File: src/rtl/smute_pkg.sv
package smute_pkg;

    typedef enum logic [1:0] {
        ST_MUTED  = 2'd0,
        ST_UNMUTE = 2'd1,
        ST_PLAY   = 2'd2,
        ST_ATTEN  = 2'd3
    } ramp_st_t;

    // Linear coefficient for a k dB cut, scaled by 2^frac; zero at and beyond the last step.
    function automatic int unsigned gain_coef(input int k, input int steps, input int frac);
        real lin;
        if (k >= steps) return 0;
        lin = (2.0 ** frac) * (10.0 ** (-real'(k) / 20.0));
        return $rtoi(lin + 0.5);
    endfunction

endpackage

File: src/rtl/smute_gain_rom.sv
module smute_gain_rom #(
    parameter int STEPS = 104,
    parameter int GW    = 17,
    parameter int FRAC  = 15,
    parameter int IW    = $clog2(STEPS + 1)
) (
    input  logic [IW-1:0] idx,
    output logic [GW-1:0] gain
);
    localparam int ENTRIES = 1 << IW;

    logic [GW-1:0] tbl [ENTRIES];

    for (genvar i = 0; i < ENTRIES; i++) begin : g_ent
        localparam logic [GW-1:0] COEF = GW'(smute_pkg::gain_coef(i, STEPS, FRAC));
        assign tbl[i] = COEF;
    end

    assign gain = tbl[idx];

endmodule

File: src/rtl/smute_scaler.sv
module smute_scaler #(
    parameter int DW   = 24,
    parameter int GW   = 17,
    parameter int FRAC = 15
) (
    input  logic          clk,
    input  logic          rst_n,
    input  logic          en,
    input  logic [DW-1:0] din,
    input  logic [GW-1:0] gain,
    output logic [DW-1:0] dout
);
    localparam int PW = DW + GW + 1;
    localparam logic signed [PW-1:0] MAXV = {{(PW-DW+1){1'b0}}, {(DW-1){1'b1}}};
    localparam logic signed [PW-1:0] MINV = {{(PW-DW+1){1'b1}}, {(DW-1){1'b0}}};
    localparam logic signed [PW-1:0] HALF = PW'(1) << (FRAC - 1);

    logic signed [PW-1:0] a_ext;
    logic signed [PW-1:0] g_ext;
    logic signed [PW-1:0] prod;
    logic signed [PW-1:0] shifted;
    logic        [DW-1:0] clipped;

    assign a_ext   = {{(PW-DW){din[DW-1]}}, din};
    assign g_ext   = {{(PW-GW){1'b0}}, gain};
    assign prod    = a_ext * g_ext;
    assign shifted = (prod + HALF) >>> FRAC;

    always_comb begin
        if (shifted > MAXV)      clipped = MAXV[DW-1:0];
        else if (shifted < MINV) clipped = MINV[DW-1:0];
        else                     clipped = shifted[DW-1:0];
    end

    always_ff @(posedge clk) begin
        if (!rst_n)  dout <= '0;
        else if (en) dout <= clipped;
    end

endmodule

File: src/rtl/smute_zero_det.sv
module smute_zero_det #(
    parameter int DW    = 24,
    parameter int LIMIT = 1024
) (
    input  logic          clk,
    input  logic          rst_n,
    input  logic          stb,
    input  logic          frz,
    input  logic          en,
    input  logic [DW-1:0] sl,
    input  logic [DW-1:0] sr,
    output logic          hit
);
    localparam int CW = $clog2(LIMIT + 1);

    logic [CW-1:0] cnt;
    logic          both_zero;

    assign both_zero = (sl == '0) && (sr == '0);

    always_ff @(posedge clk) begin
        if (!rst_n) begin
            cnt <= '0;
        end else if (stb && !frz) begin
            if (!both_zero)                cnt <= '0;
            else if (cnt != CW'(LIMIT))    cnt <= cnt + 1'b1;
        end
    end

    assign hit = en && (cnt == CW'(LIMIT));

    AST_ZERO_CLEAR: assert property (@(posedge clk) disable iff (!rst_n)
        (stb && !frz && !both_zero) |=> (cnt == '0));

endmodule

File: src/rtl/smute_seq.sv
module smute_seq #(
    parameter int STEPS = 104,
    parameter int IW    = $clog2(STEPS + 1)
) (
    input  logic          clk,
    input  logic          rst_n,
    input  logic          stb,
    input  logic          want,
    output logic [IW-1:0] idx,
    output logic          silent,
    output logic          busy
);
    import smute_pkg::*;

    localparam logic [IW-1:0] TOP = IW'(STEPS);

    ramp_st_t      st, st_n;
    logic [IW-1:0] idx_n;

    always_ff @(posedge clk) begin
        if (!rst_n) begin
            st  <= ST_MUTED;
            idx <= TOP;
        end else begin
            st  <= st_n;
            idx <= idx_n;
        end
    end

    always_comb begin
        st_n  = st;
        idx_n = idx;
        unique case (st)
            ST_MUTED: begin
                if (want) st_n = ST_UNMUTE;
            end
            ST_UNMUTE, ST_PLAY, ST_ATTEN: begin
                if (stb) begin
                    if (want && idx != '0)       idx_n = idx - 1'b1;
                    else if (!want && idx != TOP) idx_n = idx + 1'b1;
                end
                if (want) st_n = (idx_n == '0)  ? ST_PLAY  : ST_UNMUTE;
                else      st_n = (idx_n == TOP) ? ST_MUTED : ST_ATTEN;
            end
            default: st_n = ST_MUTED;
        endcase
    end

    always_comb begin
        silent = (st == ST_MUTED);
        busy   = (st == ST_UNMUTE) || (st == ST_ATTEN);
    end

    AST_ONE_STEP: assert property (@(posedge clk) disable iff (!rst_n)
        stb |=> ((idx == $past(idx)) || (idx == $past(idx) + 1'b1) || (idx + 1'b1 == $past(idx))));
    AST_IDLE_HOLD: assert property (@(posedge clk) disable iff (!rst_n)
        !stb |=> $stable(idx));
    AST_UNMUTE_OPENS: assert property (@(posedge clk) disable iff (!rst_n)
        (st == ST_MUTED && want) |=> !silent);

endmodule

File: src/rtl/smute_ctrl.sv
module smute_ctrl #(
    parameter int DW         = 24,
    parameter int STEPS      = 104,
    parameter int FRAC       = 15,
    parameter int ZERO_LIMIT = 1024
) (
    input  logic          clk,
    input  logic          rst_n,
    input  logic          smp_stb,
    input  logic [DW-1:0] smp_l,
    input  logic [DW-1:0] smp_r,
    input  logic          play_en,
    input  logic          clk_fault,
    input  logic          zd_en,
    output logic [DW-1:0] out_l,
    output logic [DW-1:0] out_r,
    output logic          out_vld,
    output logic          amute,
    output logic          ramp_busy
);
    localparam int GW = FRAC + 2;
    localparam int IW = $clog2(STEPS + 1);

    logic [IW-1:0] gain_idx;
    logic [GW-1:0] gain;
    logic          ramp_silent;
    logic          zero_hit;
    logic          want;
    logic [DW-1:0] hold_l, hold_r;
    logic [DW-1:0] src  [2];
    logic [DW-1:0] res  [2];

    assign want = play_en && !clk_fault;

    always_ff @(posedge clk) begin
        if (!rst_n) begin
            hold_l  <= '0;
            hold_r  <= '0;
            out_vld <= 1'b0;
        end else begin
            out_vld <= smp_stb;
            if (smp_stb && !clk_fault) begin
                hold_l <= smp_l;
                hold_r <= smp_r;
            end
        end
    end

    assign src[0] = clk_fault ? hold_l : smp_l;
    assign src[1] = clk_fault ? hold_r : smp_r;

    smute_seq #(.STEPS(STEPS), .IW(IW)) u_seq (
        .clk    (clk),
        .rst_n  (rst_n),
        .stb    (smp_stb),
        .want   (want),
        .idx    (gain_idx),
        .silent (ramp_silent),
        .busy   (ramp_busy)
    );

    smute_gain_rom #(.STEPS(STEPS), .GW(GW), .FRAC(FRAC), .IW(IW)) u_rom (
        .idx  (gain_idx),
        .gain (gain)
    );

    for (genvar ch = 0; ch < 2; ch++) begin : g_ch
        smute_scaler #(.DW(DW), .GW(GW), .FRAC(FRAC)) u_scl (
            .clk   (clk),
            .rst_n (rst_n),
            .en    (smp_stb),
            .din   (src[ch]),
            .gain  (gain),
            .dout  (res[ch])
        );
    end

    assign out_l = res[0];
    assign out_r = res[1];

    smute_zero_det #(.DW(DW), .LIMIT(ZERO_LIMIT)) u_zd (
        .clk   (clk),
        .rst_n (rst_n),
        .stb   (smp_stb),
        .frz   (clk_fault),
        .en    (zd_en),
        .sl    (smp_l),
        .sr    (smp_r),
        .hit   (zero_hit)
    );

    assign amute = ramp_silent || zero_hit;

    AST_SILENT_ZERO: assert property (@(posedge clk) disable iff (!rst_n)
        (smp_stb && ramp_silent) |=> (out_l == '0 && out_r == '0));
    AST_UNITY_PASS: assert property (@(posedge clk) disable iff (!rst_n)
        (smp_stb && gain_idx == '0 && !clk_fault) |=> (out_l == $past(smp_l) && out_r == $past(smp_r)));

endmodule

File: config.mk
export PLATFORM = sky130hd
export DESIGN_NAME = smute_ctrl
export DESIGN_NICKNAME = d
export VERILOG_FILES = /design/src/rtl/smute_pkg.sv /design/src/rtl/smute_gain_rom.sv /design/src/rtl/smute_scaler.sv /design/src/rtl/smute_zero_det.sv /design/src/rtl/smute_seq.sv /design/src/rtl/smute_ctrl.sv
export SDC_FILE = /design/constraint.sdc
export NUM_CORES = 2
export LEC_CHECK = 0
export ABC_CLOCK_PERIOD_IN_PS = 11100
export CAP_MARGIN = 20
export CELL_PAD_IN_SITES_DETAIL_PLACEMENT = 0
export CELL_PAD_IN_SITES_GLOBAL_PLACEMENT = 1
export CORE_UTILIZATION = 25
export DETAILED_ROUTE_END_ITERATION = 8
export MAX_ROUTING_LAYER = met4
export PLACE_DENSITY = 0.51
export SKIP_CTS_REPAIR_TIMING = 1
export SLEW_MARGIN = 10
export SYNTH_ARGS = -nofsm -noshare
export SYNTH_HDL_FRONTEND = slang
export SYNTH_SLANG_ARGS = --single-unit
File: constraint.sdc
create_clock -name clk -period 11.1 [get_ports clk]
set_clock_uncertainty 0.15 [all_clocks]
set_input_delay 2.22 -clock clk [delete_from_list [all_inputs] [get_ports clk]]
set_output_delay 2.22 -clock clk [all_outputs]
set_load 0.03 [all_outputs]
## After elaboration in Yosys (flattened, before gate mapping)

Memories as Yosys holds them, arrays and structs flattened.
Cells that the tools add are included.

| cells by class | value |
|---|---|
| add/sub/neg operators | 5 |
| $mul | 2 |
| order comparisons | 5 |
| eq/ne operators | 9 |
| muxes and demuxes | 19 |
| bitwise gates (word level) | 1 |
| reductions and logical operators | 17 |

Operators with widths:

| cell | number |
|---|---|
| two-way mux 24 bit | 6 |
| adder 42 x 16 -> 42 bit (second input constant) | 2 |
| multiplier 24 x 18 -> 42 bit | 2 |
| greater-than comparator 27 x 24 -> 1 bit (second input constant) | 2 |
| less-than comparator 27 x 24 -> 1 bit (second input constant) | 2 |
| zero test 24 bit | 2 |
| two-way mux 17 bit | 2 |
| two-way mux 7 bit | 4 |
| two-way mux 11 bit | 2 |
| adder 11 x 1 -> 11 bit (second input constant) | 1 |
| equality test 11 bit (second input constant) | 1 |
| != test 11 bit (second input constant) | 1 |
| >= comparator 8 bit (second input constant) | 1 |
| two-way mux 2 bit | 4 |
| inverter 7 -> 8 bit | 1 |
| adder 7 x 1 -> 7 bit (second input constant) | 1 |
| equality test 7 bit (second input constant) | 1 |
| zero test 7 bit | 1 |
| != test 7 bit (second input constant) | 1 |
| nonzero test 7 bit | 1 |
| subtractor 7 x 1 -> 7 bit (second input constant) | 1 |
| logical AND 1 bit | 6 |
| equality test 2 bit (second input constant) | 2 |
| one-hot mux 2 bit (2 select lines) | 1 |
| other kinds (8) | 10 |

| storage, ports and cells | value |
|---|---|
| flip-flop bits (word level) | 117 |
| ROM bits | 2176 |
| bits of input ports | 54 |
| output and inout bits | 51 |
| word-level logic and storage cells | 67 |
| memories | 1 |

Memories:

| memory | depth | bits a word | read ports | clocked after Yosys merged registers in | write ports | RTL line | source |
|---|---|---|---|---|---|---|---|
| (no name shown) | 128 | 17 | 1 | 0 | 0 | smute_gain_rom.sv:19 | `assign gain = tbl[idx];` |

## Logic depth before layout (Yosys ltp)

| depth | value |
|---|---|
| word-level depth | 12 |
| gate-level depth with buffers | 38 |
| depth with buffers taken out | 32 |

## Hierarchy

From an unflattened synthesis, not the netlist that was laid out.

| second synthesis, totals | value |
|---|---|
| cells, all modules | 4222 |
| area total of the unflattened synthesis | 37727.4 µm² |

Modules (own cells, without submodules):

| module | times used | cells each | area each (µm²) | seq. area each (µm²) |
|---|---|---|---|---|
| smute_scaler at g_ch[0].u_scl | 1 | 1764 | 16186.8 | 480.5 |
| smute_scaler at g_ch[1].u_scl | 1 | 1731 | 15777.6 | 480.5 |
| smute_ctrl | 1 | 267 | 2503.7 | 980.9 |
| smute_gain_rom | 1 | 243 | 1567.8 | 0.0 |
| smute_seq | 1 | 110 | 894.6 | 180.2 |
| smute_zero_det | 1 | 107 | 797.0 | 220.2 |

## Worst setup path before layout

Ideal clock, no wire load.

| timing path | value |
|---|---|
| path type | in2reg |
| start point | input port clk_fault |
| end point | register g_ch[1].u_scl.dout[19] |
| library setup time | 66 ps |
| data arrival time | 9984 ps |
| required time | 10884 ps |
| setup slack | 899 ps |
| stages on the path | 29 |
| path buffers | 6 |
| path through | buf_2 clkbuf_1 buf_1 clkbuf_1 mux2i_1 nor2_1 fa_1 inv_1 fa_1 fa_1 inv_1 fa_1 fa_1 inv_1 fa_1 inv_1 ha_1 clkbuf_1 nand4_1 nor4_1 inv_1 a211o_1 and2_4 a311oi_2 or3b_1 o211ai_2 buf_6 nand2_2 a21oi_2 |

| on the way | value |
|---|---|
| word-level cells in the longest chain between the ends | 6 |
| elaborated cells between the ends (all ways) | 7 |
| classes of those cells | add/sub: 1; mul: 1; order compare: 2; mux: 3 |

RTL lines:

| element | RTL line | source |
|---|---|---|
| start, declared | smute_ctrl.sv:13 | `input logic clk_fault,` |
| two-way mux 24 bit * | smute_ctrl.sv:50 | `assign src[1] = clk_fault ? hold_r : smp_r;` |
| multiplier 24 x 18 -> 42 bit * | smute_scaler.sv:26 | `assign prod = a_ext * g_ext;` |
| adder 42 x 16 -> 42 bit * | smute_scaler.sv:27 | `assign shifted = (prod + HALF) >>> FRAC;` |
| less-than comparator 27 x 24 -> 1 bit | smute_scaler.sv:31 | `else if (shifted < MINV) clipped = MINV[DW-1:0];` |
| two-way mux 24 bit | smute_scaler.sv:31 |  |
| two-way mux 24 bit * | smute_scaler.sv:30 | `if (shifted > MAXV) clipped = MAXV[DW-1:0];` |
| end signal, assigned | smute_scaler.sv:37 | `else if (en) dout <= clipped;` |
| end, declared | smute_scaler.sv:11 | `output logic [DW-1:0] dout` |

Mark *: on every way between the ends. The rest lies on a longest branch, timed or not.
A chain may end at the register's enable or synchronous reset.

## Worst setup path in the final report

| timing path | value |
|---|---|
| start point | register u_seq.idx[0] |
| end point | register g_ch[0].u_scl.dout[10] |

| on the way | value |
|---|---|
| word-level cells in the longest chain between the ends | 9 |
| elaborated cells between the ends (all ways) | 10 |
| classes of those cells | add/sub: 1; mul: 1; order compare: 2; mux: 4; bitwise: 1; memory: 1 |

RTL lines:

| element | RTL line | source |
|---|---|---|
| start, declared | smute_seq.sv:9 | `output logic [IW-1:0] idx,` |
| start signal, assigned | smute_seq.sv:26 | `idx <= idx_n;` |
| inverter 7 -> 8 bit (implied by the code) * | smute_gain_rom.sv:19 |  |
| memory (128 x 17 bit) * | n/a |  |
| two-way mux 17 bit (implied by the code) * (2 in series) | smute_gain_rom.sv:19 |  |
| multiplier 24 x 18 -> 42 bit * | smute_scaler.sv:26 |  |
| adder 42 x 16 -> 42 bit * | smute_scaler.sv:27 |  |
| less-than comparator 27 x 24 -> 1 bit | smute_scaler.sv:31 |  |
| two-way mux 24 bit | smute_scaler.sv:31 |  |
| two-way mux 24 bit * | smute_scaler.sv:30 |  |
| end signal, assigned | smute_scaler.sv:37 |  |
| end, declared | smute_scaler.sv:11 |  |

Mark *: on every way between the ends. The rest lies on a longest branch, timed or not. The select of a mux whose other input is x is not followed.

==> flow_metrics.tcl <==
set metrics [dict create \
    status "complete, no violations" \
    wl_per_cell_um 19.4 \
    syn_inst 4140 \
    drive_above_1_share_pct 6.94 \
    hpwl_um 97500 \
    pin_count 105 \
    worst_slew_pin_slew_ns 1.13 \
    rsz0062_at_grt "no" \
    vias 27563 \
    drt_wl_total_um 118000 \
    crit_type "reg -> reg" \
    hp-class "reg -> reg" \
    yosys_warnings 0 \
    instances_no_fill 6073 \
    p_leak_nw 18.9 \
    nets 5263 \
    crit_top_cell "fa_1" \
    maxSlewViolCount 0 \
    cts_sinks 117 \
    cp_data_required_time_ns 11.32 \
    insertion_delay_ns 0.53 \
    numCtsBuffers 17 \
    syn_area_mm2 0.0350 \
    clk_path_buf_depth 2 \
    tritoncts "done" \
    gp_congestion 0.839 \
    cp.arrival_ns 10.37 \
    viasPerCell 4.54 \
    grt_max_degree 58 \
    die-area_mm2 0.141 \
    cp-start-kind "flip-flop" \
    std_cell_rows 136 \
    ir_drop_v 0.000141 \
    dr.pass1.iters 6 \
    core_area_mm2 0.138 \
    syn_to_final_growth_pct 12.4 \
    ant_nets 0 \
    overflow 0 \
    fin_crit_ns 10.15 \
    timing_hold_violations_final 0 \
    drt_iter0_drc 1694 \
    initial_core_util_pct 25.3 \
    cap_violations 0 \
    ys_ff_latch 117 \
    clk_pin_slew_ns 0.06 \
    setup_viol 0 \
    ys_seq_area_share_pct 6.69 \
    grt_pass1_vias 29096 \
    syn_avg_cell_area_um2 8.45 \
    antenna_found_initial 5 \
    htreeDepth 4 \
    root_buffer "clkbuf_16" \
    synth_fp_nets 5208 \
    relSlewSlack_pct 24.0 \
    clock.fmax_ghz 0.0985 \
    die_x_um 376 \
    grt.total_usage_pct 17.6 \
    synthArstFlopShare_pct 0 \
    slowest_stage "fa_1" \
    max_stage_delay_ns 0.69 \
    ys_types 83 \
    grt_pass1_wl_um 181000 \
    synth_flop_cell "dfxtp_1" \
    fin_crit_sh_pct 91.4 \
    die_h_um 376 \
    powerDensity_mw_per_mm2 36.2 \
    route.detailed.drc 0 \
    setup_tns_ns 0 \
    cp_max_fo 24 \
    cp-end-kind "flip-flop" \
    synth-edff-count 0 \
    io_buffers 104 \
    placedCellCount 6038 \
]
==> power breakdown <==
part	switching, mW	internal, mW
Sequential	0.0114	0.440
Combinational	0.256	0.122
Clock	0.252	0.343
Total	0.520	0.904
==> layer usage <==
metal	part of all wire, %	track usage (%)	up-vias	routed length (µm)
li1	-	-	12813	-
met1	47	23.7	14143	55100
met2	47	27.8	531	55100
met3	4.4	2.56	76	5140
met4	1.9	4.00	0	2240
met5	0	-	-	0
==> critical path: cells and delay by family (launching register included) <==
family                   cells  cell delay, ns
flip-flops                   1            0.34
buffers and inverters       10            1.41
adder cells (fa/ha/maj)      8            4.03
AND/OR/NAND/NOR              8            2.06
AO/OA/AOI/OAI               10            2.01
==> per-stage QoR <==
| stage | worst slack (ns) | hold WS [ns] | instance area [µm²] | power (mW) | utilization, % |
|---|---|---|---|---|---|
| after global placement | 0.569 | 0.292 | 38700 | 0.840 | 28.0 |
| after CTS | 1.05 | 0.310 | 39300 | 1.45 | 28.4 |
| after global routing | 0.205 | 0.338 | 39300 | 1.49 | 28.5 |
| after floorplan | 0.899 | 0.286 | 35000 | 0.654 | - |
| after detailed placement | 0.633 | 0.301 | 38700 | 0.839 | 28.0 |
| final | 0.950 | 0.308 | 39300 | 1.42 | 28.5 |
==> cells in the final DEF (no fill, tap or decap), types with 15 or more instances in the layout <==
cell	n
or3_1	19
a21o_1	39
nor4_1	20
o21ai_0	117
and3_1	15
nand2_1	497
a21oi_1	174
xnor2_1	47
nand4_1	46
fa_1	750
nand3_1	23
clkbuf_16	17
clkdlybuf4s50_1	101
mux2_2	47
nand2_2	21
nor2b_1	19
dfxtp_1	116
nand2b_1	29
inv_1	864
ha_1	264
o21bai_1	20
xor2_1	26
and2_1	15
nor2_1	513
a211oi_1	15
buf_4	118
mux2i_1	54
nor3_1	16
a21oi_2	20
==> cell families after synthesis <==
family / after synthesis / share of synthesized area [%]
buffers and inverters: 1059 / 11.5
multiplexers: 107 / 3.32
AND/OR/NAND/NOR: 1269 / 15.4
AO/OA/AOI/OAI: 501 / 8.92
adder cells (fa/ha/maj): 1014 / 52.3
XOR/XNOR: 73 / 1.83
flip-flops: 117 / 6.69
==> sequential cells by signal, summed over array words and instances (netlist names) <==
name             flops
hold_r              24
u_seq.idx            7
u_seq.st             2
out_vld              1
g_ch.u_scl.dout     48
u_zd.cnt            11
hold_l              24
==> synth_stat cells, drive strengths merged, types with 5 or more instances <==
cell      n  area [µm²]
and2     17         109
clkbuf  165         619
dfxtp   117        2340
nor2    514        1930
o31ai     8        60.1
nor3     18        90.1
buf      27         135
a211oi   15         113
o21ai   127         636
nand4    47         300
nand2   518        1990
mux2     50         567
o211ai   15         118
ha      264        3300
nand3    23         115
nor4     22         138
xor2     26         228
nor2b    20         125
o22ai     5        31.3
or2      13        81.3
o21a      6        45.0
xnor2    47         412
and3     15        93.8
fa      750       15000
a21o     40         300
nand2b   30         188
a31oi    14        87.6
a21oi   196        1060
or3      20         125
o21bai   20         150
mux2i    55         551
inv     865        3250
==> final timing paths <==
path,start,to,slack (ns),cells past startpoint
worst max-delay path,u_seq.idx[0],g_ch[0].u_scl.dout[10],0.95,36
worst max register to register,u_seq.idx[0],g_ch[0].u_scl.dout[10],0.95,36
worst min-delay path,hold_r[1],hold_r[1],0.31,2
worst min register to register,hold_r[1],hold_r[1],0.31,2
==> cell type report <==
| class | count | area (µm²) |
|---|---|---|
| Fill cell | 15188 | 98800 |
| Inverter | 867 | 3250 |
| Antenna cell | 4 | 10.0 |
| Clock buffer | 21 | 470 |
| Clock inverter | 9 | 104 |
| Timing Repair Buffer | 228 | 2050 |
| Multi-Input combinational cell | 2964 | 28800 |
| Tap cell | 1863 | 2330 |
| Sequential cell | 117 | 2340 |
Note: power is estimated with default switching activity, not from simulation.
